File: config.mk
export PLATFORM = sky130hd
export DESIGN_NAME = row_tag_buffer
export DESIGN_NICKNAME = d
export VERILOG_FILES = /design/src/rtl/rtb_pkg.sv /design/src/rtl/rtb_match.sv /design/src/rtl/rtb_entry_array.sv /design/src/rtl/rtb_lru.sv /design/src/rtl/rtb_ctrl.sv /design/src/rtl/row_tag_buffer.sv
export SDC_FILE = /design/constraint.sdc
export NUM_CORES = 1
export LEC_CHECK = 0
export ABC_AREA = 1
export BUFFER_PORTS_ARGS = -buffer_cell sky130_fd_sc_hd__buf_2
export CAP_MARGIN = 15
export CORE_MARGIN = 4
export CORE_UTILIZATION = 45
export CTS_CLUSTER_SIZE = 10
export DETAILED_ROUTE_END_ITERATION = 10
export PLACE_DENSITY = 0.72
export SYNTH_ARGS = -nofsm -noshare
export SYNTH_HDL_FRONTEND = slang
export SYNTH_HIERARCHICAL = 1
export SYNTH_SLANG_ARGS = --single-unit
File: constraint.sdc
create_clock -name clk -period 10.4 [get_ports clk]
set_input_delay 1.56 -clock clk [delete_from_list [all_inputs] [get_ports clk]]
set_output_delay 1.56 -clock clk [all_outputs]
set_load 0.1 [all_outputs]
File: src/rtl/rtb_pkg.sv
package rtb_pkg;
  typedef enum logic [0:0] {
    ST_IDLE  = 1'b0,
    ST_FETCH = 1'b1
  } rtb_state_e;
endpackage

File: src/rtl/rtb_match.sv
module rtb_match #(
  parameter int TAG_W = 10,
  parameter int BLKS  = 3,
  parameter int BLK_W = (BLKS > 1) ? $clog2(BLKS) : 1
) (
  input  logic [BLKS*TAG_W-1:0] tags,
  input  logic [BLKS-1:0]       vld,
  input  logic [TAG_W-1:0]      key,
  output logic                  hit,
  output logic [BLK_W-1:0]      blk
);
  logic [BLKS-1:0] eq;

  for (genvar b = 0; b < BLKS; b++) begin : g_cmp
    assign eq[b] = vld[b] && (tags[b*TAG_W +: TAG_W] == key);
  end

  // lowest matching slot wins
  always_comb begin
    hit = |eq;
    blk = '0;
    for (int b = BLKS - 1; b >= 0; b--) begin
      if (eq[b]) blk = BLK_W'(b);
    end
  end
endmodule

File: src/rtl/rtb_entry_array.sv
module rtb_entry_array #(
  parameter int ENTRIES = 8,
  parameter int ROW_W   = 12,
  parameter int TAG_W   = 10,
  parameter int BLKS    = 3,
  parameter int IDX_W   = $clog2(ENTRIES),
  parameter int BLK_W   = (BLKS > 1) ? $clog2(BLKS) : 1
) (
  input  logic                  clk,
  input  logic                  rst_n,
  input  logic [ROW_W-1:0]      lk_row,
  output logic                  lk_present,
  output logic [IDX_W-1:0]      lk_idx,
  output logic [BLKS*TAG_W-1:0] lk_tags,
  output logic [BLKS-1:0]       lk_vld,
  input  logic                  ins_en,
  input  logic [IDX_W-1:0]      ins_idx,
  input  logic [ROW_W-1:0]      ins_row,
  input  logic [BLKS*TAG_W-1:0] ins_tags,
  input  logic [BLKS-1:0]       ins_vld,
  input  logic                  upd_en,
  input  logic [ROW_W-1:0]      upd_row,
  input  logic [BLK_W-1:0]      upd_blk,
  input  logic [TAG_W-1:0]      upd_tag,
  input  logic                  upd_set,
  output logic [ENTRIES-1:0]    ent_used
);
  logic [ENTRIES-1:0]    ent_v, nx_v;
  logic [ROW_W-1:0]      ent_row  [ENTRIES];
  logic [ROW_W-1:0]      nx_row   [ENTRIES];
  logic [BLKS*TAG_W-1:0] ent_tags [ENTRIES];
  logic [BLKS*TAG_W-1:0] nx_tags  [ENTRIES];
  logic [BLKS-1:0]       ent_bv   [ENTRIES];
  logic [BLKS-1:0]       nx_bv    [ENTRIES];
  logic [ENTRIES-1:0]    lk_vec, up_vec, ent_we;
  logic                  upd_blk_ok;

  assign upd_blk_ok = (int'(upd_blk) < BLKS);

  for (genvar e = 0; e < ENTRIES; e++) begin : g_cam
    assign lk_vec[e] = ent_v[e] && (ent_row[e] == lk_row);
    assign up_vec[e] = ent_v[e] && (ent_row[e] == upd_row);
    assign ent_we[e] = (upd_en && upd_blk_ok && up_vec[e]) ||
                       (ins_en && (ins_idx == IDX_W'(e)));
  end

  always_comb begin
    lk_idx = '0;
    for (int e = 0; e < ENTRIES; e++) begin
      if (lk_vec[e]) lk_idx = IDX_W'(e);
    end
  end

  assign lk_present = |lk_vec;
  assign lk_tags    = ent_tags[lk_idx];
  assign lk_vld     = ent_bv[lk_idx];
  assign ent_used   = ent_v;

  // next-state: an update patches a buffered copy, an install overrides it
  always_comb begin
    for (int e = 0; e < ENTRIES; e++) begin
      nx_v[e]    = ent_v[e];
      nx_row[e]  = ent_row[e];
      nx_tags[e] = ent_tags[e];
      nx_bv[e]   = ent_bv[e];
      if (upd_en && upd_blk_ok && up_vec[e]) begin
        if (upd_set) begin
          nx_tags[e][int'(upd_blk)*TAG_W +: TAG_W] = upd_tag;
          nx_bv[e][upd_blk] = 1'b1;
        end else begin
          nx_bv[e][upd_blk] = 1'b0;
        end
      end
      if (ins_en && (ins_idx == IDX_W'(e))) begin
        nx_v[e]    = 1'b1;
        nx_row[e]  = ins_row;
        nx_tags[e] = ins_tags;
        nx_bv[e]   = ins_vld;
      end
    end
  end

  always_ff @(posedge clk or negedge rst_n) begin
    if (!rst_n) ent_v <= '0;
    else        ent_v <= nx_v;
  end

  always_ff @(posedge clk) begin
    for (int e = 0; e < ENTRIES; e++) begin
      if (ent_we[e]) begin
        ent_row[e]  <= nx_row[e];
        ent_tags[e] <= nx_tags[e];
        ent_bv[e]   <= nx_bv[e];
      end
    end
  end

  // a row occupies at most one entry
  p_row_unique_r6: assert property (@(posedge clk) disable iff (!rst_n)
    $onehot0(lk_vec))
    else $error("row present in more than one entry");

  // an install never targets a row that is already buffered
  p_install_fresh_r5: assert property (@(posedge clk) disable iff (!rst_n)
    ins_en |-> !(lk_present && (lk_row == ins_row)))
    else $error("install of an already buffered row");
endmodule

File: src/rtl/rtb_lru.sv
module rtb_lru #(
  parameter int ENTRIES = 8,
  parameter int IDX_W   = $clog2(ENTRIES)
) (
  input  logic               clk,
  input  logic               rst_n,
  input  logic               touch_en,
  input  logic [IDX_W-1:0]   touch_idx,
  input  logic [ENTRIES-1:0] ent_used,
  output logic [IDX_W-1:0]   victim_idx
);
  localparam int AGE_W = IDX_W;

  logic [AGE_W-1:0]   age    [ENTRIES];
  logic [AGE_W-1:0]   nx_age [ENTRIES];
  logic [AGE_W-1:0]   touched_age;
  logic [ENTRIES-1:0] is_mru;

  assign touched_age = age[touch_idx];

  // ages form a permutation; 0 is the most recent, ENTRIES-1 the oldest
  always_comb begin
    for (int e = 0; e < ENTRIES; e++) begin
      nx_age[e] = age[e];
      if (touch_en) begin
        if (touch_idx == IDX_W'(e))      nx_age[e] = '0;
        else if (age[e] < touched_age)   nx_age[e] = age[e] + 1'b1;
      end
    end
  end

  always_comb begin
    logic found;
    found      = 1'b0;
    victim_idx = '0;
    for (int e = 0; e < ENTRIES; e++) begin
      if (!found && !ent_used[e]) begin
        victim_idx = IDX_W'(e);
        found      = 1'b1;
      end
    end
    if (!found) begin
      for (int e = 0; e < ENTRIES; e++) begin
        if (age[e] == AGE_W'(ENTRIES - 1)) victim_idx = IDX_W'(e);
      end
    end
  end

  always_ff @(posedge clk or negedge rst_n) begin
    if (!rst_n) begin
      for (int e = 0; e < ENTRIES; e++) age[e] <= AGE_W'(e);
    end else if (touch_en) begin
      for (int e = 0; e < ENTRIES; e++) age[e] <= nx_age[e];
    end
  end

  for (genvar e = 0; e < ENTRIES; e++) begin : g_mru
    assign is_mru[e] = (age[e] == '0);
  end

  // exactly one entry is the most recent at any time
  p_single_mru_r7: assert property (@(posedge clk) disable iff (!rst_n)
    $countones(is_mru) == 1)
    else $error("recency order broken");

  // a touched entry is the most recent one afterwards
  p_touch_mru_r7: assert property (@(posedge clk) disable iff (!rst_n)
    touch_en |=> is_mru[$past(touch_idx)])
    else $error("touched entry not most recent");
endmodule

File: src/rtl/rtb_ctrl.sv
module rtb_ctrl
  import rtb_pkg::*;
#(
  parameter int ENTRIES = 8,
  parameter int ROW_W   = 12,
  parameter int TAG_W   = 10,
  parameter int BLKS    = 3,
  parameter int IDX_W   = $clog2(ENTRIES),
  parameter int BLK_W   = (BLKS > 1) ? $clog2(BLKS) : 1
) (
  input  logic             clk,
  input  logic             rst_n,
  input  logic             req_valid,
  input  logic [ROW_W-1:0] req_row,
  input  logic [TAG_W-1:0] req_tag,
  output logic             req_ready,
  input  logic             lk_present,
  input  logic [IDX_W-1:0] lk_idx,
  input  logic             lk_hit,
  input  logic [BLK_W-1:0] lk_blk,
  input  logic             meta_ret_valid,
  input  logic             ret_hit,
  input  logic [BLK_W-1:0] ret_blk,
  input  logic [IDX_W-1:0] victim_idx,
  output logic [TAG_W-1:0] pend_tag,
  output logic             meta_rd_valid,
  output logic [ROW_W-1:0] meta_rd_row,
  output logic             ins_en,
  output logic [IDX_W-1:0] ins_idx,
  output logic             touch_en,
  output logic [IDX_W-1:0] touch_idx,
  output logic             rsp_valid,
  output logic             rsp_hit,
  output logic [BLK_W-1:0] rsp_blk,
  output logic             rsp_fetched
);
  rtb_state_e       st, st_nx;
  logic [ROW_W-1:0] pend_row;
  logic             accept, pend_we;
  logic             rsp_valid_nx, rsp_hit_nx, rsp_fetched_nx;
  logic [BLK_W-1:0] rsp_blk_nx;

  assign req_ready     = (st == ST_IDLE);
  assign accept        = req_valid && req_ready;
  assign meta_rd_valid = (st == ST_FETCH);
  assign meta_rd_row   = pend_row;

  always_comb begin
    st_nx          = st;
    pend_we        = 1'b0;
    ins_en         = 1'b0;
    ins_idx        = victim_idx;
    touch_en       = 1'b0;
    touch_idx      = lk_idx;
    rsp_valid_nx   = 1'b0;
    rsp_hit_nx     = 1'b0;
    rsp_blk_nx     = '0;
    rsp_fetched_nx = 1'b0;
    case (st)
      ST_IDLE: begin
        if (accept) begin
          if (lk_present) begin
            touch_en     = 1'b1;
            rsp_valid_nx = 1'b1;
            rsp_hit_nx   = lk_hit;
            rsp_blk_nx   = lk_hit ? lk_blk : '0;
          end else begin
            pend_we = 1'b1;
            st_nx   = ST_FETCH;
          end
        end
      end
      ST_FETCH: begin
        if (meta_ret_valid) begin
          ins_en         = 1'b1;
          touch_en       = 1'b1;
          touch_idx      = victim_idx;
          rsp_valid_nx   = 1'b1;
          rsp_hit_nx     = ret_hit;
          rsp_blk_nx     = ret_hit ? ret_blk : '0;
          rsp_fetched_nx = 1'b1;
          st_nx          = ST_IDLE;
        end
      end
      default: st_nx = ST_IDLE;
    endcase
  end

  always_ff @(posedge clk or negedge rst_n) begin
    if (!rst_n) begin
      st        <= ST_IDLE;
      rsp_valid <= 1'b0;
    end else begin
      st        <= st_nx;
      rsp_valid <= rsp_valid_nx;
    end
  end

  always_ff @(posedge clk) begin
    if (pend_we) begin
      pend_row <= req_row;
      pend_tag <= req_tag;
    end
    if (rsp_valid_nx) begin
      rsp_hit     <= rsp_hit_nx;
      rsp_blk     <= rsp_blk_nx;
      rsp_fetched <= rsp_fetched_nx;
    end
  end

  // no new lookup while a metadata read is open
  p_one_outstanding_r4: assert property (@(posedge clk) disable iff (!rst_n)
    meta_rd_valid |-> !req_ready)
    else $error("lookup accepted during fetch");

  // the read request is held until the tags come back
  p_rd_held_r4: assert property (@(posedge clk) disable iff (!rst_n)
    (meta_rd_valid && !meta_ret_valid) |=> (meta_rd_valid && $stable(meta_rd_row)))
    else $error("metadata read dropped or changed");

  // an absent row opens a fetch and gives no immediate answer
  p_miss_fetch_r4: assert property (@(posedge clk) disable iff (!rst_n)
    (accept && !lk_present) |=> (meta_rd_valid && !rsp_valid))
    else $error("absent row did not start a fetch");

  // a buffered row is answered next cycle with no fetch
  p_fast_answer_r2: assert property (@(posedge clk) disable iff (!rst_n)
    (accept && lk_present) |=> (rsp_valid && !rsp_fetched && !meta_rd_valid))
    else $error("buffered row not answered at once");

  // returned tags give a fetched response next cycle
  p_ret_answer_r5: assert property (@(posedge clk) disable iff (!rst_n)
    (meta_rd_valid && meta_ret_valid) |=> (rsp_valid && rsp_fetched && req_ready))
    else $error("return not answered");

  // block index is in range on a hit and zero on a miss
  p_blk_range_r3: assert property (@(posedge clk) disable iff (!rst_n)
    rsp_valid |-> (rsp_hit ? (int'(rsp_blk) < BLKS) : (rsp_blk == '0)))
    else $error("bad block index");
endmodule

File: src/rtl/row_tag_buffer.sv
module row_tag_buffer #(
  parameter int ENTRIES = 8,
  parameter int ROW_W   = 12,
  parameter int TAG_W   = 10,
  parameter int BLKS    = 3,
  parameter int BLK_W   = (BLKS > 1) ? $clog2(BLKS) : 1
) (
  input  logic                  clk,
  input  logic                  rst_n,
  input  logic                  req_valid,
  output logic                  req_ready,
  input  logic [ROW_W-1:0]      req_row,
  input  logic [TAG_W-1:0]      req_tag,
  output logic                  rsp_valid,
  output logic                  rsp_hit,
  output logic [BLK_W-1:0]      rsp_blk,
  output logic                  rsp_fetched,
  output logic                  meta_rd_valid,
  output logic [ROW_W-1:0]      meta_rd_row,
  input  logic                  meta_ret_valid,
  input  logic [BLKS*TAG_W-1:0] meta_ret_tags,
  input  logic [BLKS-1:0]       meta_ret_vld,
  input  logic                  upd_valid,
  input  logic [ROW_W-1:0]      upd_row,
  input  logic [BLK_W-1:0]      upd_blk,
  input  logic [TAG_W-1:0]      upd_tag,
  input  logic                  upd_set
);
  localparam int IDX_W = (ENTRIES > 1) ? $clog2(ENTRIES) : 1;

  logic                  lk_present, lk_hit, ret_hit;
  logic [IDX_W-1:0]      lk_idx, victim_idx, ins_idx, touch_idx;
  logic [BLKS*TAG_W-1:0] lk_tags;
  logic [BLKS-1:0]       lk_vld;
  logic [BLK_W-1:0]      lk_blk, ret_blk;
  logic [TAG_W-1:0]      pend_tag;
  logic                  ins_en, touch_en;
  logic [ENTRIES-1:0]    ent_used;

  rtb_entry_array #(
    .ENTRIES(ENTRIES), .ROW_W(ROW_W), .TAG_W(TAG_W), .BLKS(BLKS),
    .IDX_W(IDX_W), .BLK_W(BLK_W)
  ) u_array (
    .clk(clk), .rst_n(rst_n),
    .lk_row(req_row), .lk_present(lk_present), .lk_idx(lk_idx),
    .lk_tags(lk_tags), .lk_vld(lk_vld),
    .ins_en(ins_en), .ins_idx(ins_idx), .ins_row(meta_rd_row),
    .ins_tags(meta_ret_tags), .ins_vld(meta_ret_vld),
    .upd_en(upd_valid), .upd_row(upd_row), .upd_blk(upd_blk),
    .upd_tag(upd_tag), .upd_set(upd_set),
    .ent_used(ent_used)
  );

  rtb_match #(.TAG_W(TAG_W), .BLKS(BLKS), .BLK_W(BLK_W)) u_match_buf (
    .tags(lk_tags), .vld(lk_vld), .key(req_tag), .hit(lk_hit), .blk(lk_blk)
  );

  rtb_match #(.TAG_W(TAG_W), .BLKS(BLKS), .BLK_W(BLK_W)) u_match_ret (
    .tags(meta_ret_tags), .vld(meta_ret_vld), .key(pend_tag),
    .hit(ret_hit), .blk(ret_blk)
  );

  rtb_lru #(.ENTRIES(ENTRIES), .IDX_W(IDX_W)) u_lru (
    .clk(clk), .rst_n(rst_n), .touch_en(touch_en), .touch_idx(touch_idx),
    .ent_used(ent_used), .victim_idx(victim_idx)
  );

  rtb_ctrl #(
    .ENTRIES(ENTRIES), .ROW_W(ROW_W), .TAG_W(TAG_W), .BLKS(BLKS),
    .IDX_W(IDX_W), .BLK_W(BLK_W)
  ) u_ctrl (
    .clk(clk), .rst_n(rst_n),
    .req_valid(req_valid), .req_row(req_row), .req_tag(req_tag),
    .req_ready(req_ready),
    .lk_present(lk_present), .lk_idx(lk_idx), .lk_hit(lk_hit), .lk_blk(lk_blk),
    .meta_ret_valid(meta_ret_valid), .ret_hit(ret_hit), .ret_blk(ret_blk),
    .victim_idx(victim_idx), .pend_tag(pend_tag),
    .meta_rd_valid(meta_rd_valid), .meta_rd_row(meta_rd_row),
    .ins_en(ins_en), .ins_idx(ins_idx),
    .touch_en(touch_en), .touch_idx(touch_idx),
    .rsp_valid(rsp_valid), .rsp_hit(rsp_hit), .rsp_blk(rsp_blk),
    .rsp_fetched(rsp_fetched)
  );
endmodule

==> results.toml <==
[die]
fp.dieH_microns = 252
core_area_sq_mm = 0.0590
rows = 89
ios = 104
dieArea_sq_mm = 0.0636
start_util = 0.455
dieWidth_microns = 252

[clock_tree]
clkTransAtPathRegs_ps = 60
clockBufferDepth = 3
clk_latency_ps = 630
cts_buffers = 51
root_buffer = "clkbuf_16"
post-cts-setup-buffers = 0
cts_resized = 0
cts.sinks = 420
cts_hold_buf = 0
cts_tree = "yes"
htreeDepth = 2

[synth]
syn-num-nets = 3581
synth-main-ff-cell = "edfxtp_1"
synthAdderAreaFrac = 0.0182
synth_most_common_cell = "nand2_1"
synth_top_area_cell = "edfxtp_1"
ys_seq_area_frac = 0.464
netlist_area_sq_mm = 0.0268
yosysTopAreaCellShare = 0.432
synthTopCellsByArea = "edfxtp_1 (43%), nand2_1 (16%), o21ai_0 (6.9%), inv_1 (5.3%), nand3b_1 (4.3%)"
synth_top_family_by_area = "simple AND/OR/NAND/NOR gates"
synthTopCellsByCount = "nand2_1 (1119), edfxtp_1 (386), inv_1 (376)"
ys_seq_elements = 420
synth_compound_area_frac = 0.103
ys_types = 55
synthCells = 3457
syn_avg_cell_area_sq_um = 7.76
synth-simple-area-share = 0.302
synth_warnings = 6
synthMuxAreaShare = 0
synth_edf_count = 386
synth_xor_area_frac = 0.0212
async_reset_ff_frac = 0.0810

[power]
leakage_nw = 12.5
ir_drop_mv = 0.163
p_per_area_mw_per_mm2 = 188
fin_total_pwr_mw = 5.53

[place]
pre_cts_ws_ps = 3860
hpwlAfterDp_mm = 66.6
port_buffers = 103
gp_congestion = 1.01

[sta]
tightest_slew_ps = 1120
final_max_slew_viol_count = 0
hold_viol = 0
finClkSkew_ps = 39.7
worst_slack_ps = 4220
finalSetupViolCount = 0
rsz0062_at_grt = "false"
hold_ws_ps = 494
fin_setup_tns_ps = 0
fin_crit_sh = 0.594
max_freq_mhz = 162
finalCriticalPeriod_ps = 6180
slew_headroom = 0.244

[global_route]
grt_util_met2 = 0.445
grt_max_degree = 84
met1_usage = 0.428
grt_pass1_wl_mm = 142
grt_use_total = 0.297
grt_pass1_vias = 22500
top_usage_layer = "met2"
grt_use_met3 = 0.0661
grt_remaining_overflow = 0
antenna_found_initial = 5

[worst_setup_path]
startpoint_type = "primary input"
crit_arrival_ps = 6540
crit_fanout = 83
crit_path_end_kind = "flip-flop"
crit_required_ps = 10760
path_class = "in2reg"

[finish]
final_util = 0.497
syn_to_final_growth_pct = 9.36
num-nets-final = 3579
register_area_sq_mm = 0.0125
multi_input_area_sq_mm = 0.0120
drive_above_1_share = 0.0904
fillers = 5666

[run_status]
outcome = "complete, no violations"

[routing]
postRouteAntennaNets = 0
drtIter0Drc = 3745
drt-total-wl_mm = 98.0
dr_total_vias = 24800
viasPerCell = 5.81
wl_per_cell_microns = 23.0
drc = 0
first_pass_iters = 7

[min_path]
hp-class = "reg2reg"

[job]
drv_cap = 0
## cells by family after synthesis
kind of cell / Yosys count
AOI/OAI and AO/OA: 502
xor gates and xnor gates: 65
adders and majority gates: 39
buffers and inverters: 608
DFF: 420
and+or+nand+nor: 1823
## worst max-delay path, cell delays in order
cell and delay [ps]:
buf_2 220, inv_1 430, nor2_1 170, nor4_2 400
nand3_4 610, nand2_4 770, buf_4 850, nand2_1 110
nand3_1 100, nand2_1 70, nand2_1 60, nand2_1 90
or2_0 220, nand3_1 90, nor2_1 50, nand3_1 220
nand3_1 170, nand2_1 90, nor2_1 40, nand2_1 70
nand2_1 50
## layout make-up
type / instances / area share
well taps: 773 / 0.0330
clock buffers: 75 / 0.0494
flip-flops and latches: 420 / 0.425
diodes: 5 / 0.000427
repair buffers: 141 / 0.0273
multi-input cells: 2429 / 0.409
clock inverters: 6 / 0.00316
inverters: 412 / 0.0528
## final timing paths
kind	from	endpoint	slack [ps]	cells after the start
worst max-delay path	req_row[0]	u_ctrl/rsp_blk[0]$_DFFE_PP_	4220	21
worst min-delay path	u_lru/age[8]$_DFFE_PN1P_	u_lru/age[8]$_DFFE_PN1P_	490	2
worst max register to register	u_array/ent_row[1][46]$_DFFE_PP_	u_ctrl/rsp_blk[0]$_DFFE_PP_	5240	21
worst min register to register	u_lru/age[8]$_DFFE_PN1P_	u_lru/age[8]$_DFFE_PN1P_	490	2
max in group asynchronous	rst_n	u_array/ent_used[5]$_DFFE_PN0P_	8820	1
min in group asynchronous	rst_n	u_lru/age[19]$_DFFE_PN0P_	1060	1
## stage by stage
step	instances	area [sq um]
6_report	4261	29300
5_1_grt	4257	29300
4_1_cts	4256	29300
3_5_place_dp	4175	27800
3_3_place_gp	4175	27800
2_1_floorplan	3457	26800
## metal layers
metal | wire length (microns) | share of wire
met2 | 41500 | 0.42
met4 | 3630 | 0.037
met3 | 13000 | 0.13
met5 | 27 | 0.00028
met1 | 39800 | 0.41
## placed cells by master, fill, tap and decap left out, types with 5 or more instances in the layout
| cell type | instances |
|---|---|
| nand2_1 | 1119 |
| edfxtp_1 | 386 |
| inv_1 | 375 |
| o21ai_0 | 367 |
| nand3_1 | 194 |
| nor2_1 | 192 |
| nand3b_1 | 153 |
| buf_2 | 103 |
| clkbuf_16 | 53 |
| nand4_1 | 47 |
| o22ai_1 | 40 |
| ha_1 | 39 |
| buf_4 | 38 |
| xor2_1 | 35 |
| nor3_1 | 34 |
| xnor2_1 | 30 |
| a21oi_1 | 29 |
| inv_2 | 27 |
| dfrtp_1 | 22 |
| nand2_2 | 21 |
| clkbuf_1 | 18 |
| nor4_1 | 17 |
| a221oi_1 | 17 |
| dfstp_2 | 12 |
| clkinv_1 | 10 |
| nor2_4 | 10 |
| or2_2 | 10 |
| o21ai_2 | 10 |
| o21ai_1 | 7 |
| o211ai_1 | 7 |
| nand3_2 | 6 |
| diode_2 | 5 |
## sequential cells by signal (all words and copies together), names as in the netlist, named ones only
register	flops
u_array/ent_tags	240
u_array/ent_row	96
u_lru/age	24
u_ctrl/meta_rd_row	12
u_ctrl/pend_tag	10
u_array/ent_used	8
u_ctrl/rsp_blk	2
u_ctrl/meta_rd_valid	1
u_ctrl/rsp_fetched	1
u_ctrl/rsp_hit	1
u_ctrl/rsp_valid	1
## report_power, final
part | leakage, nW | internal [mW] | total, mW | switching, mW
logic | 7.76 | 0.465 | 1.55 | 1.09
registers | 3.95 | 2.12 | 2.29 | 0.169
clock network | 0.741 | 0.980 | 1.69 | 0.706
total | 12.5 | 3.57 | 5.53 | 1.96
Power figures use the tool's default switching activity.
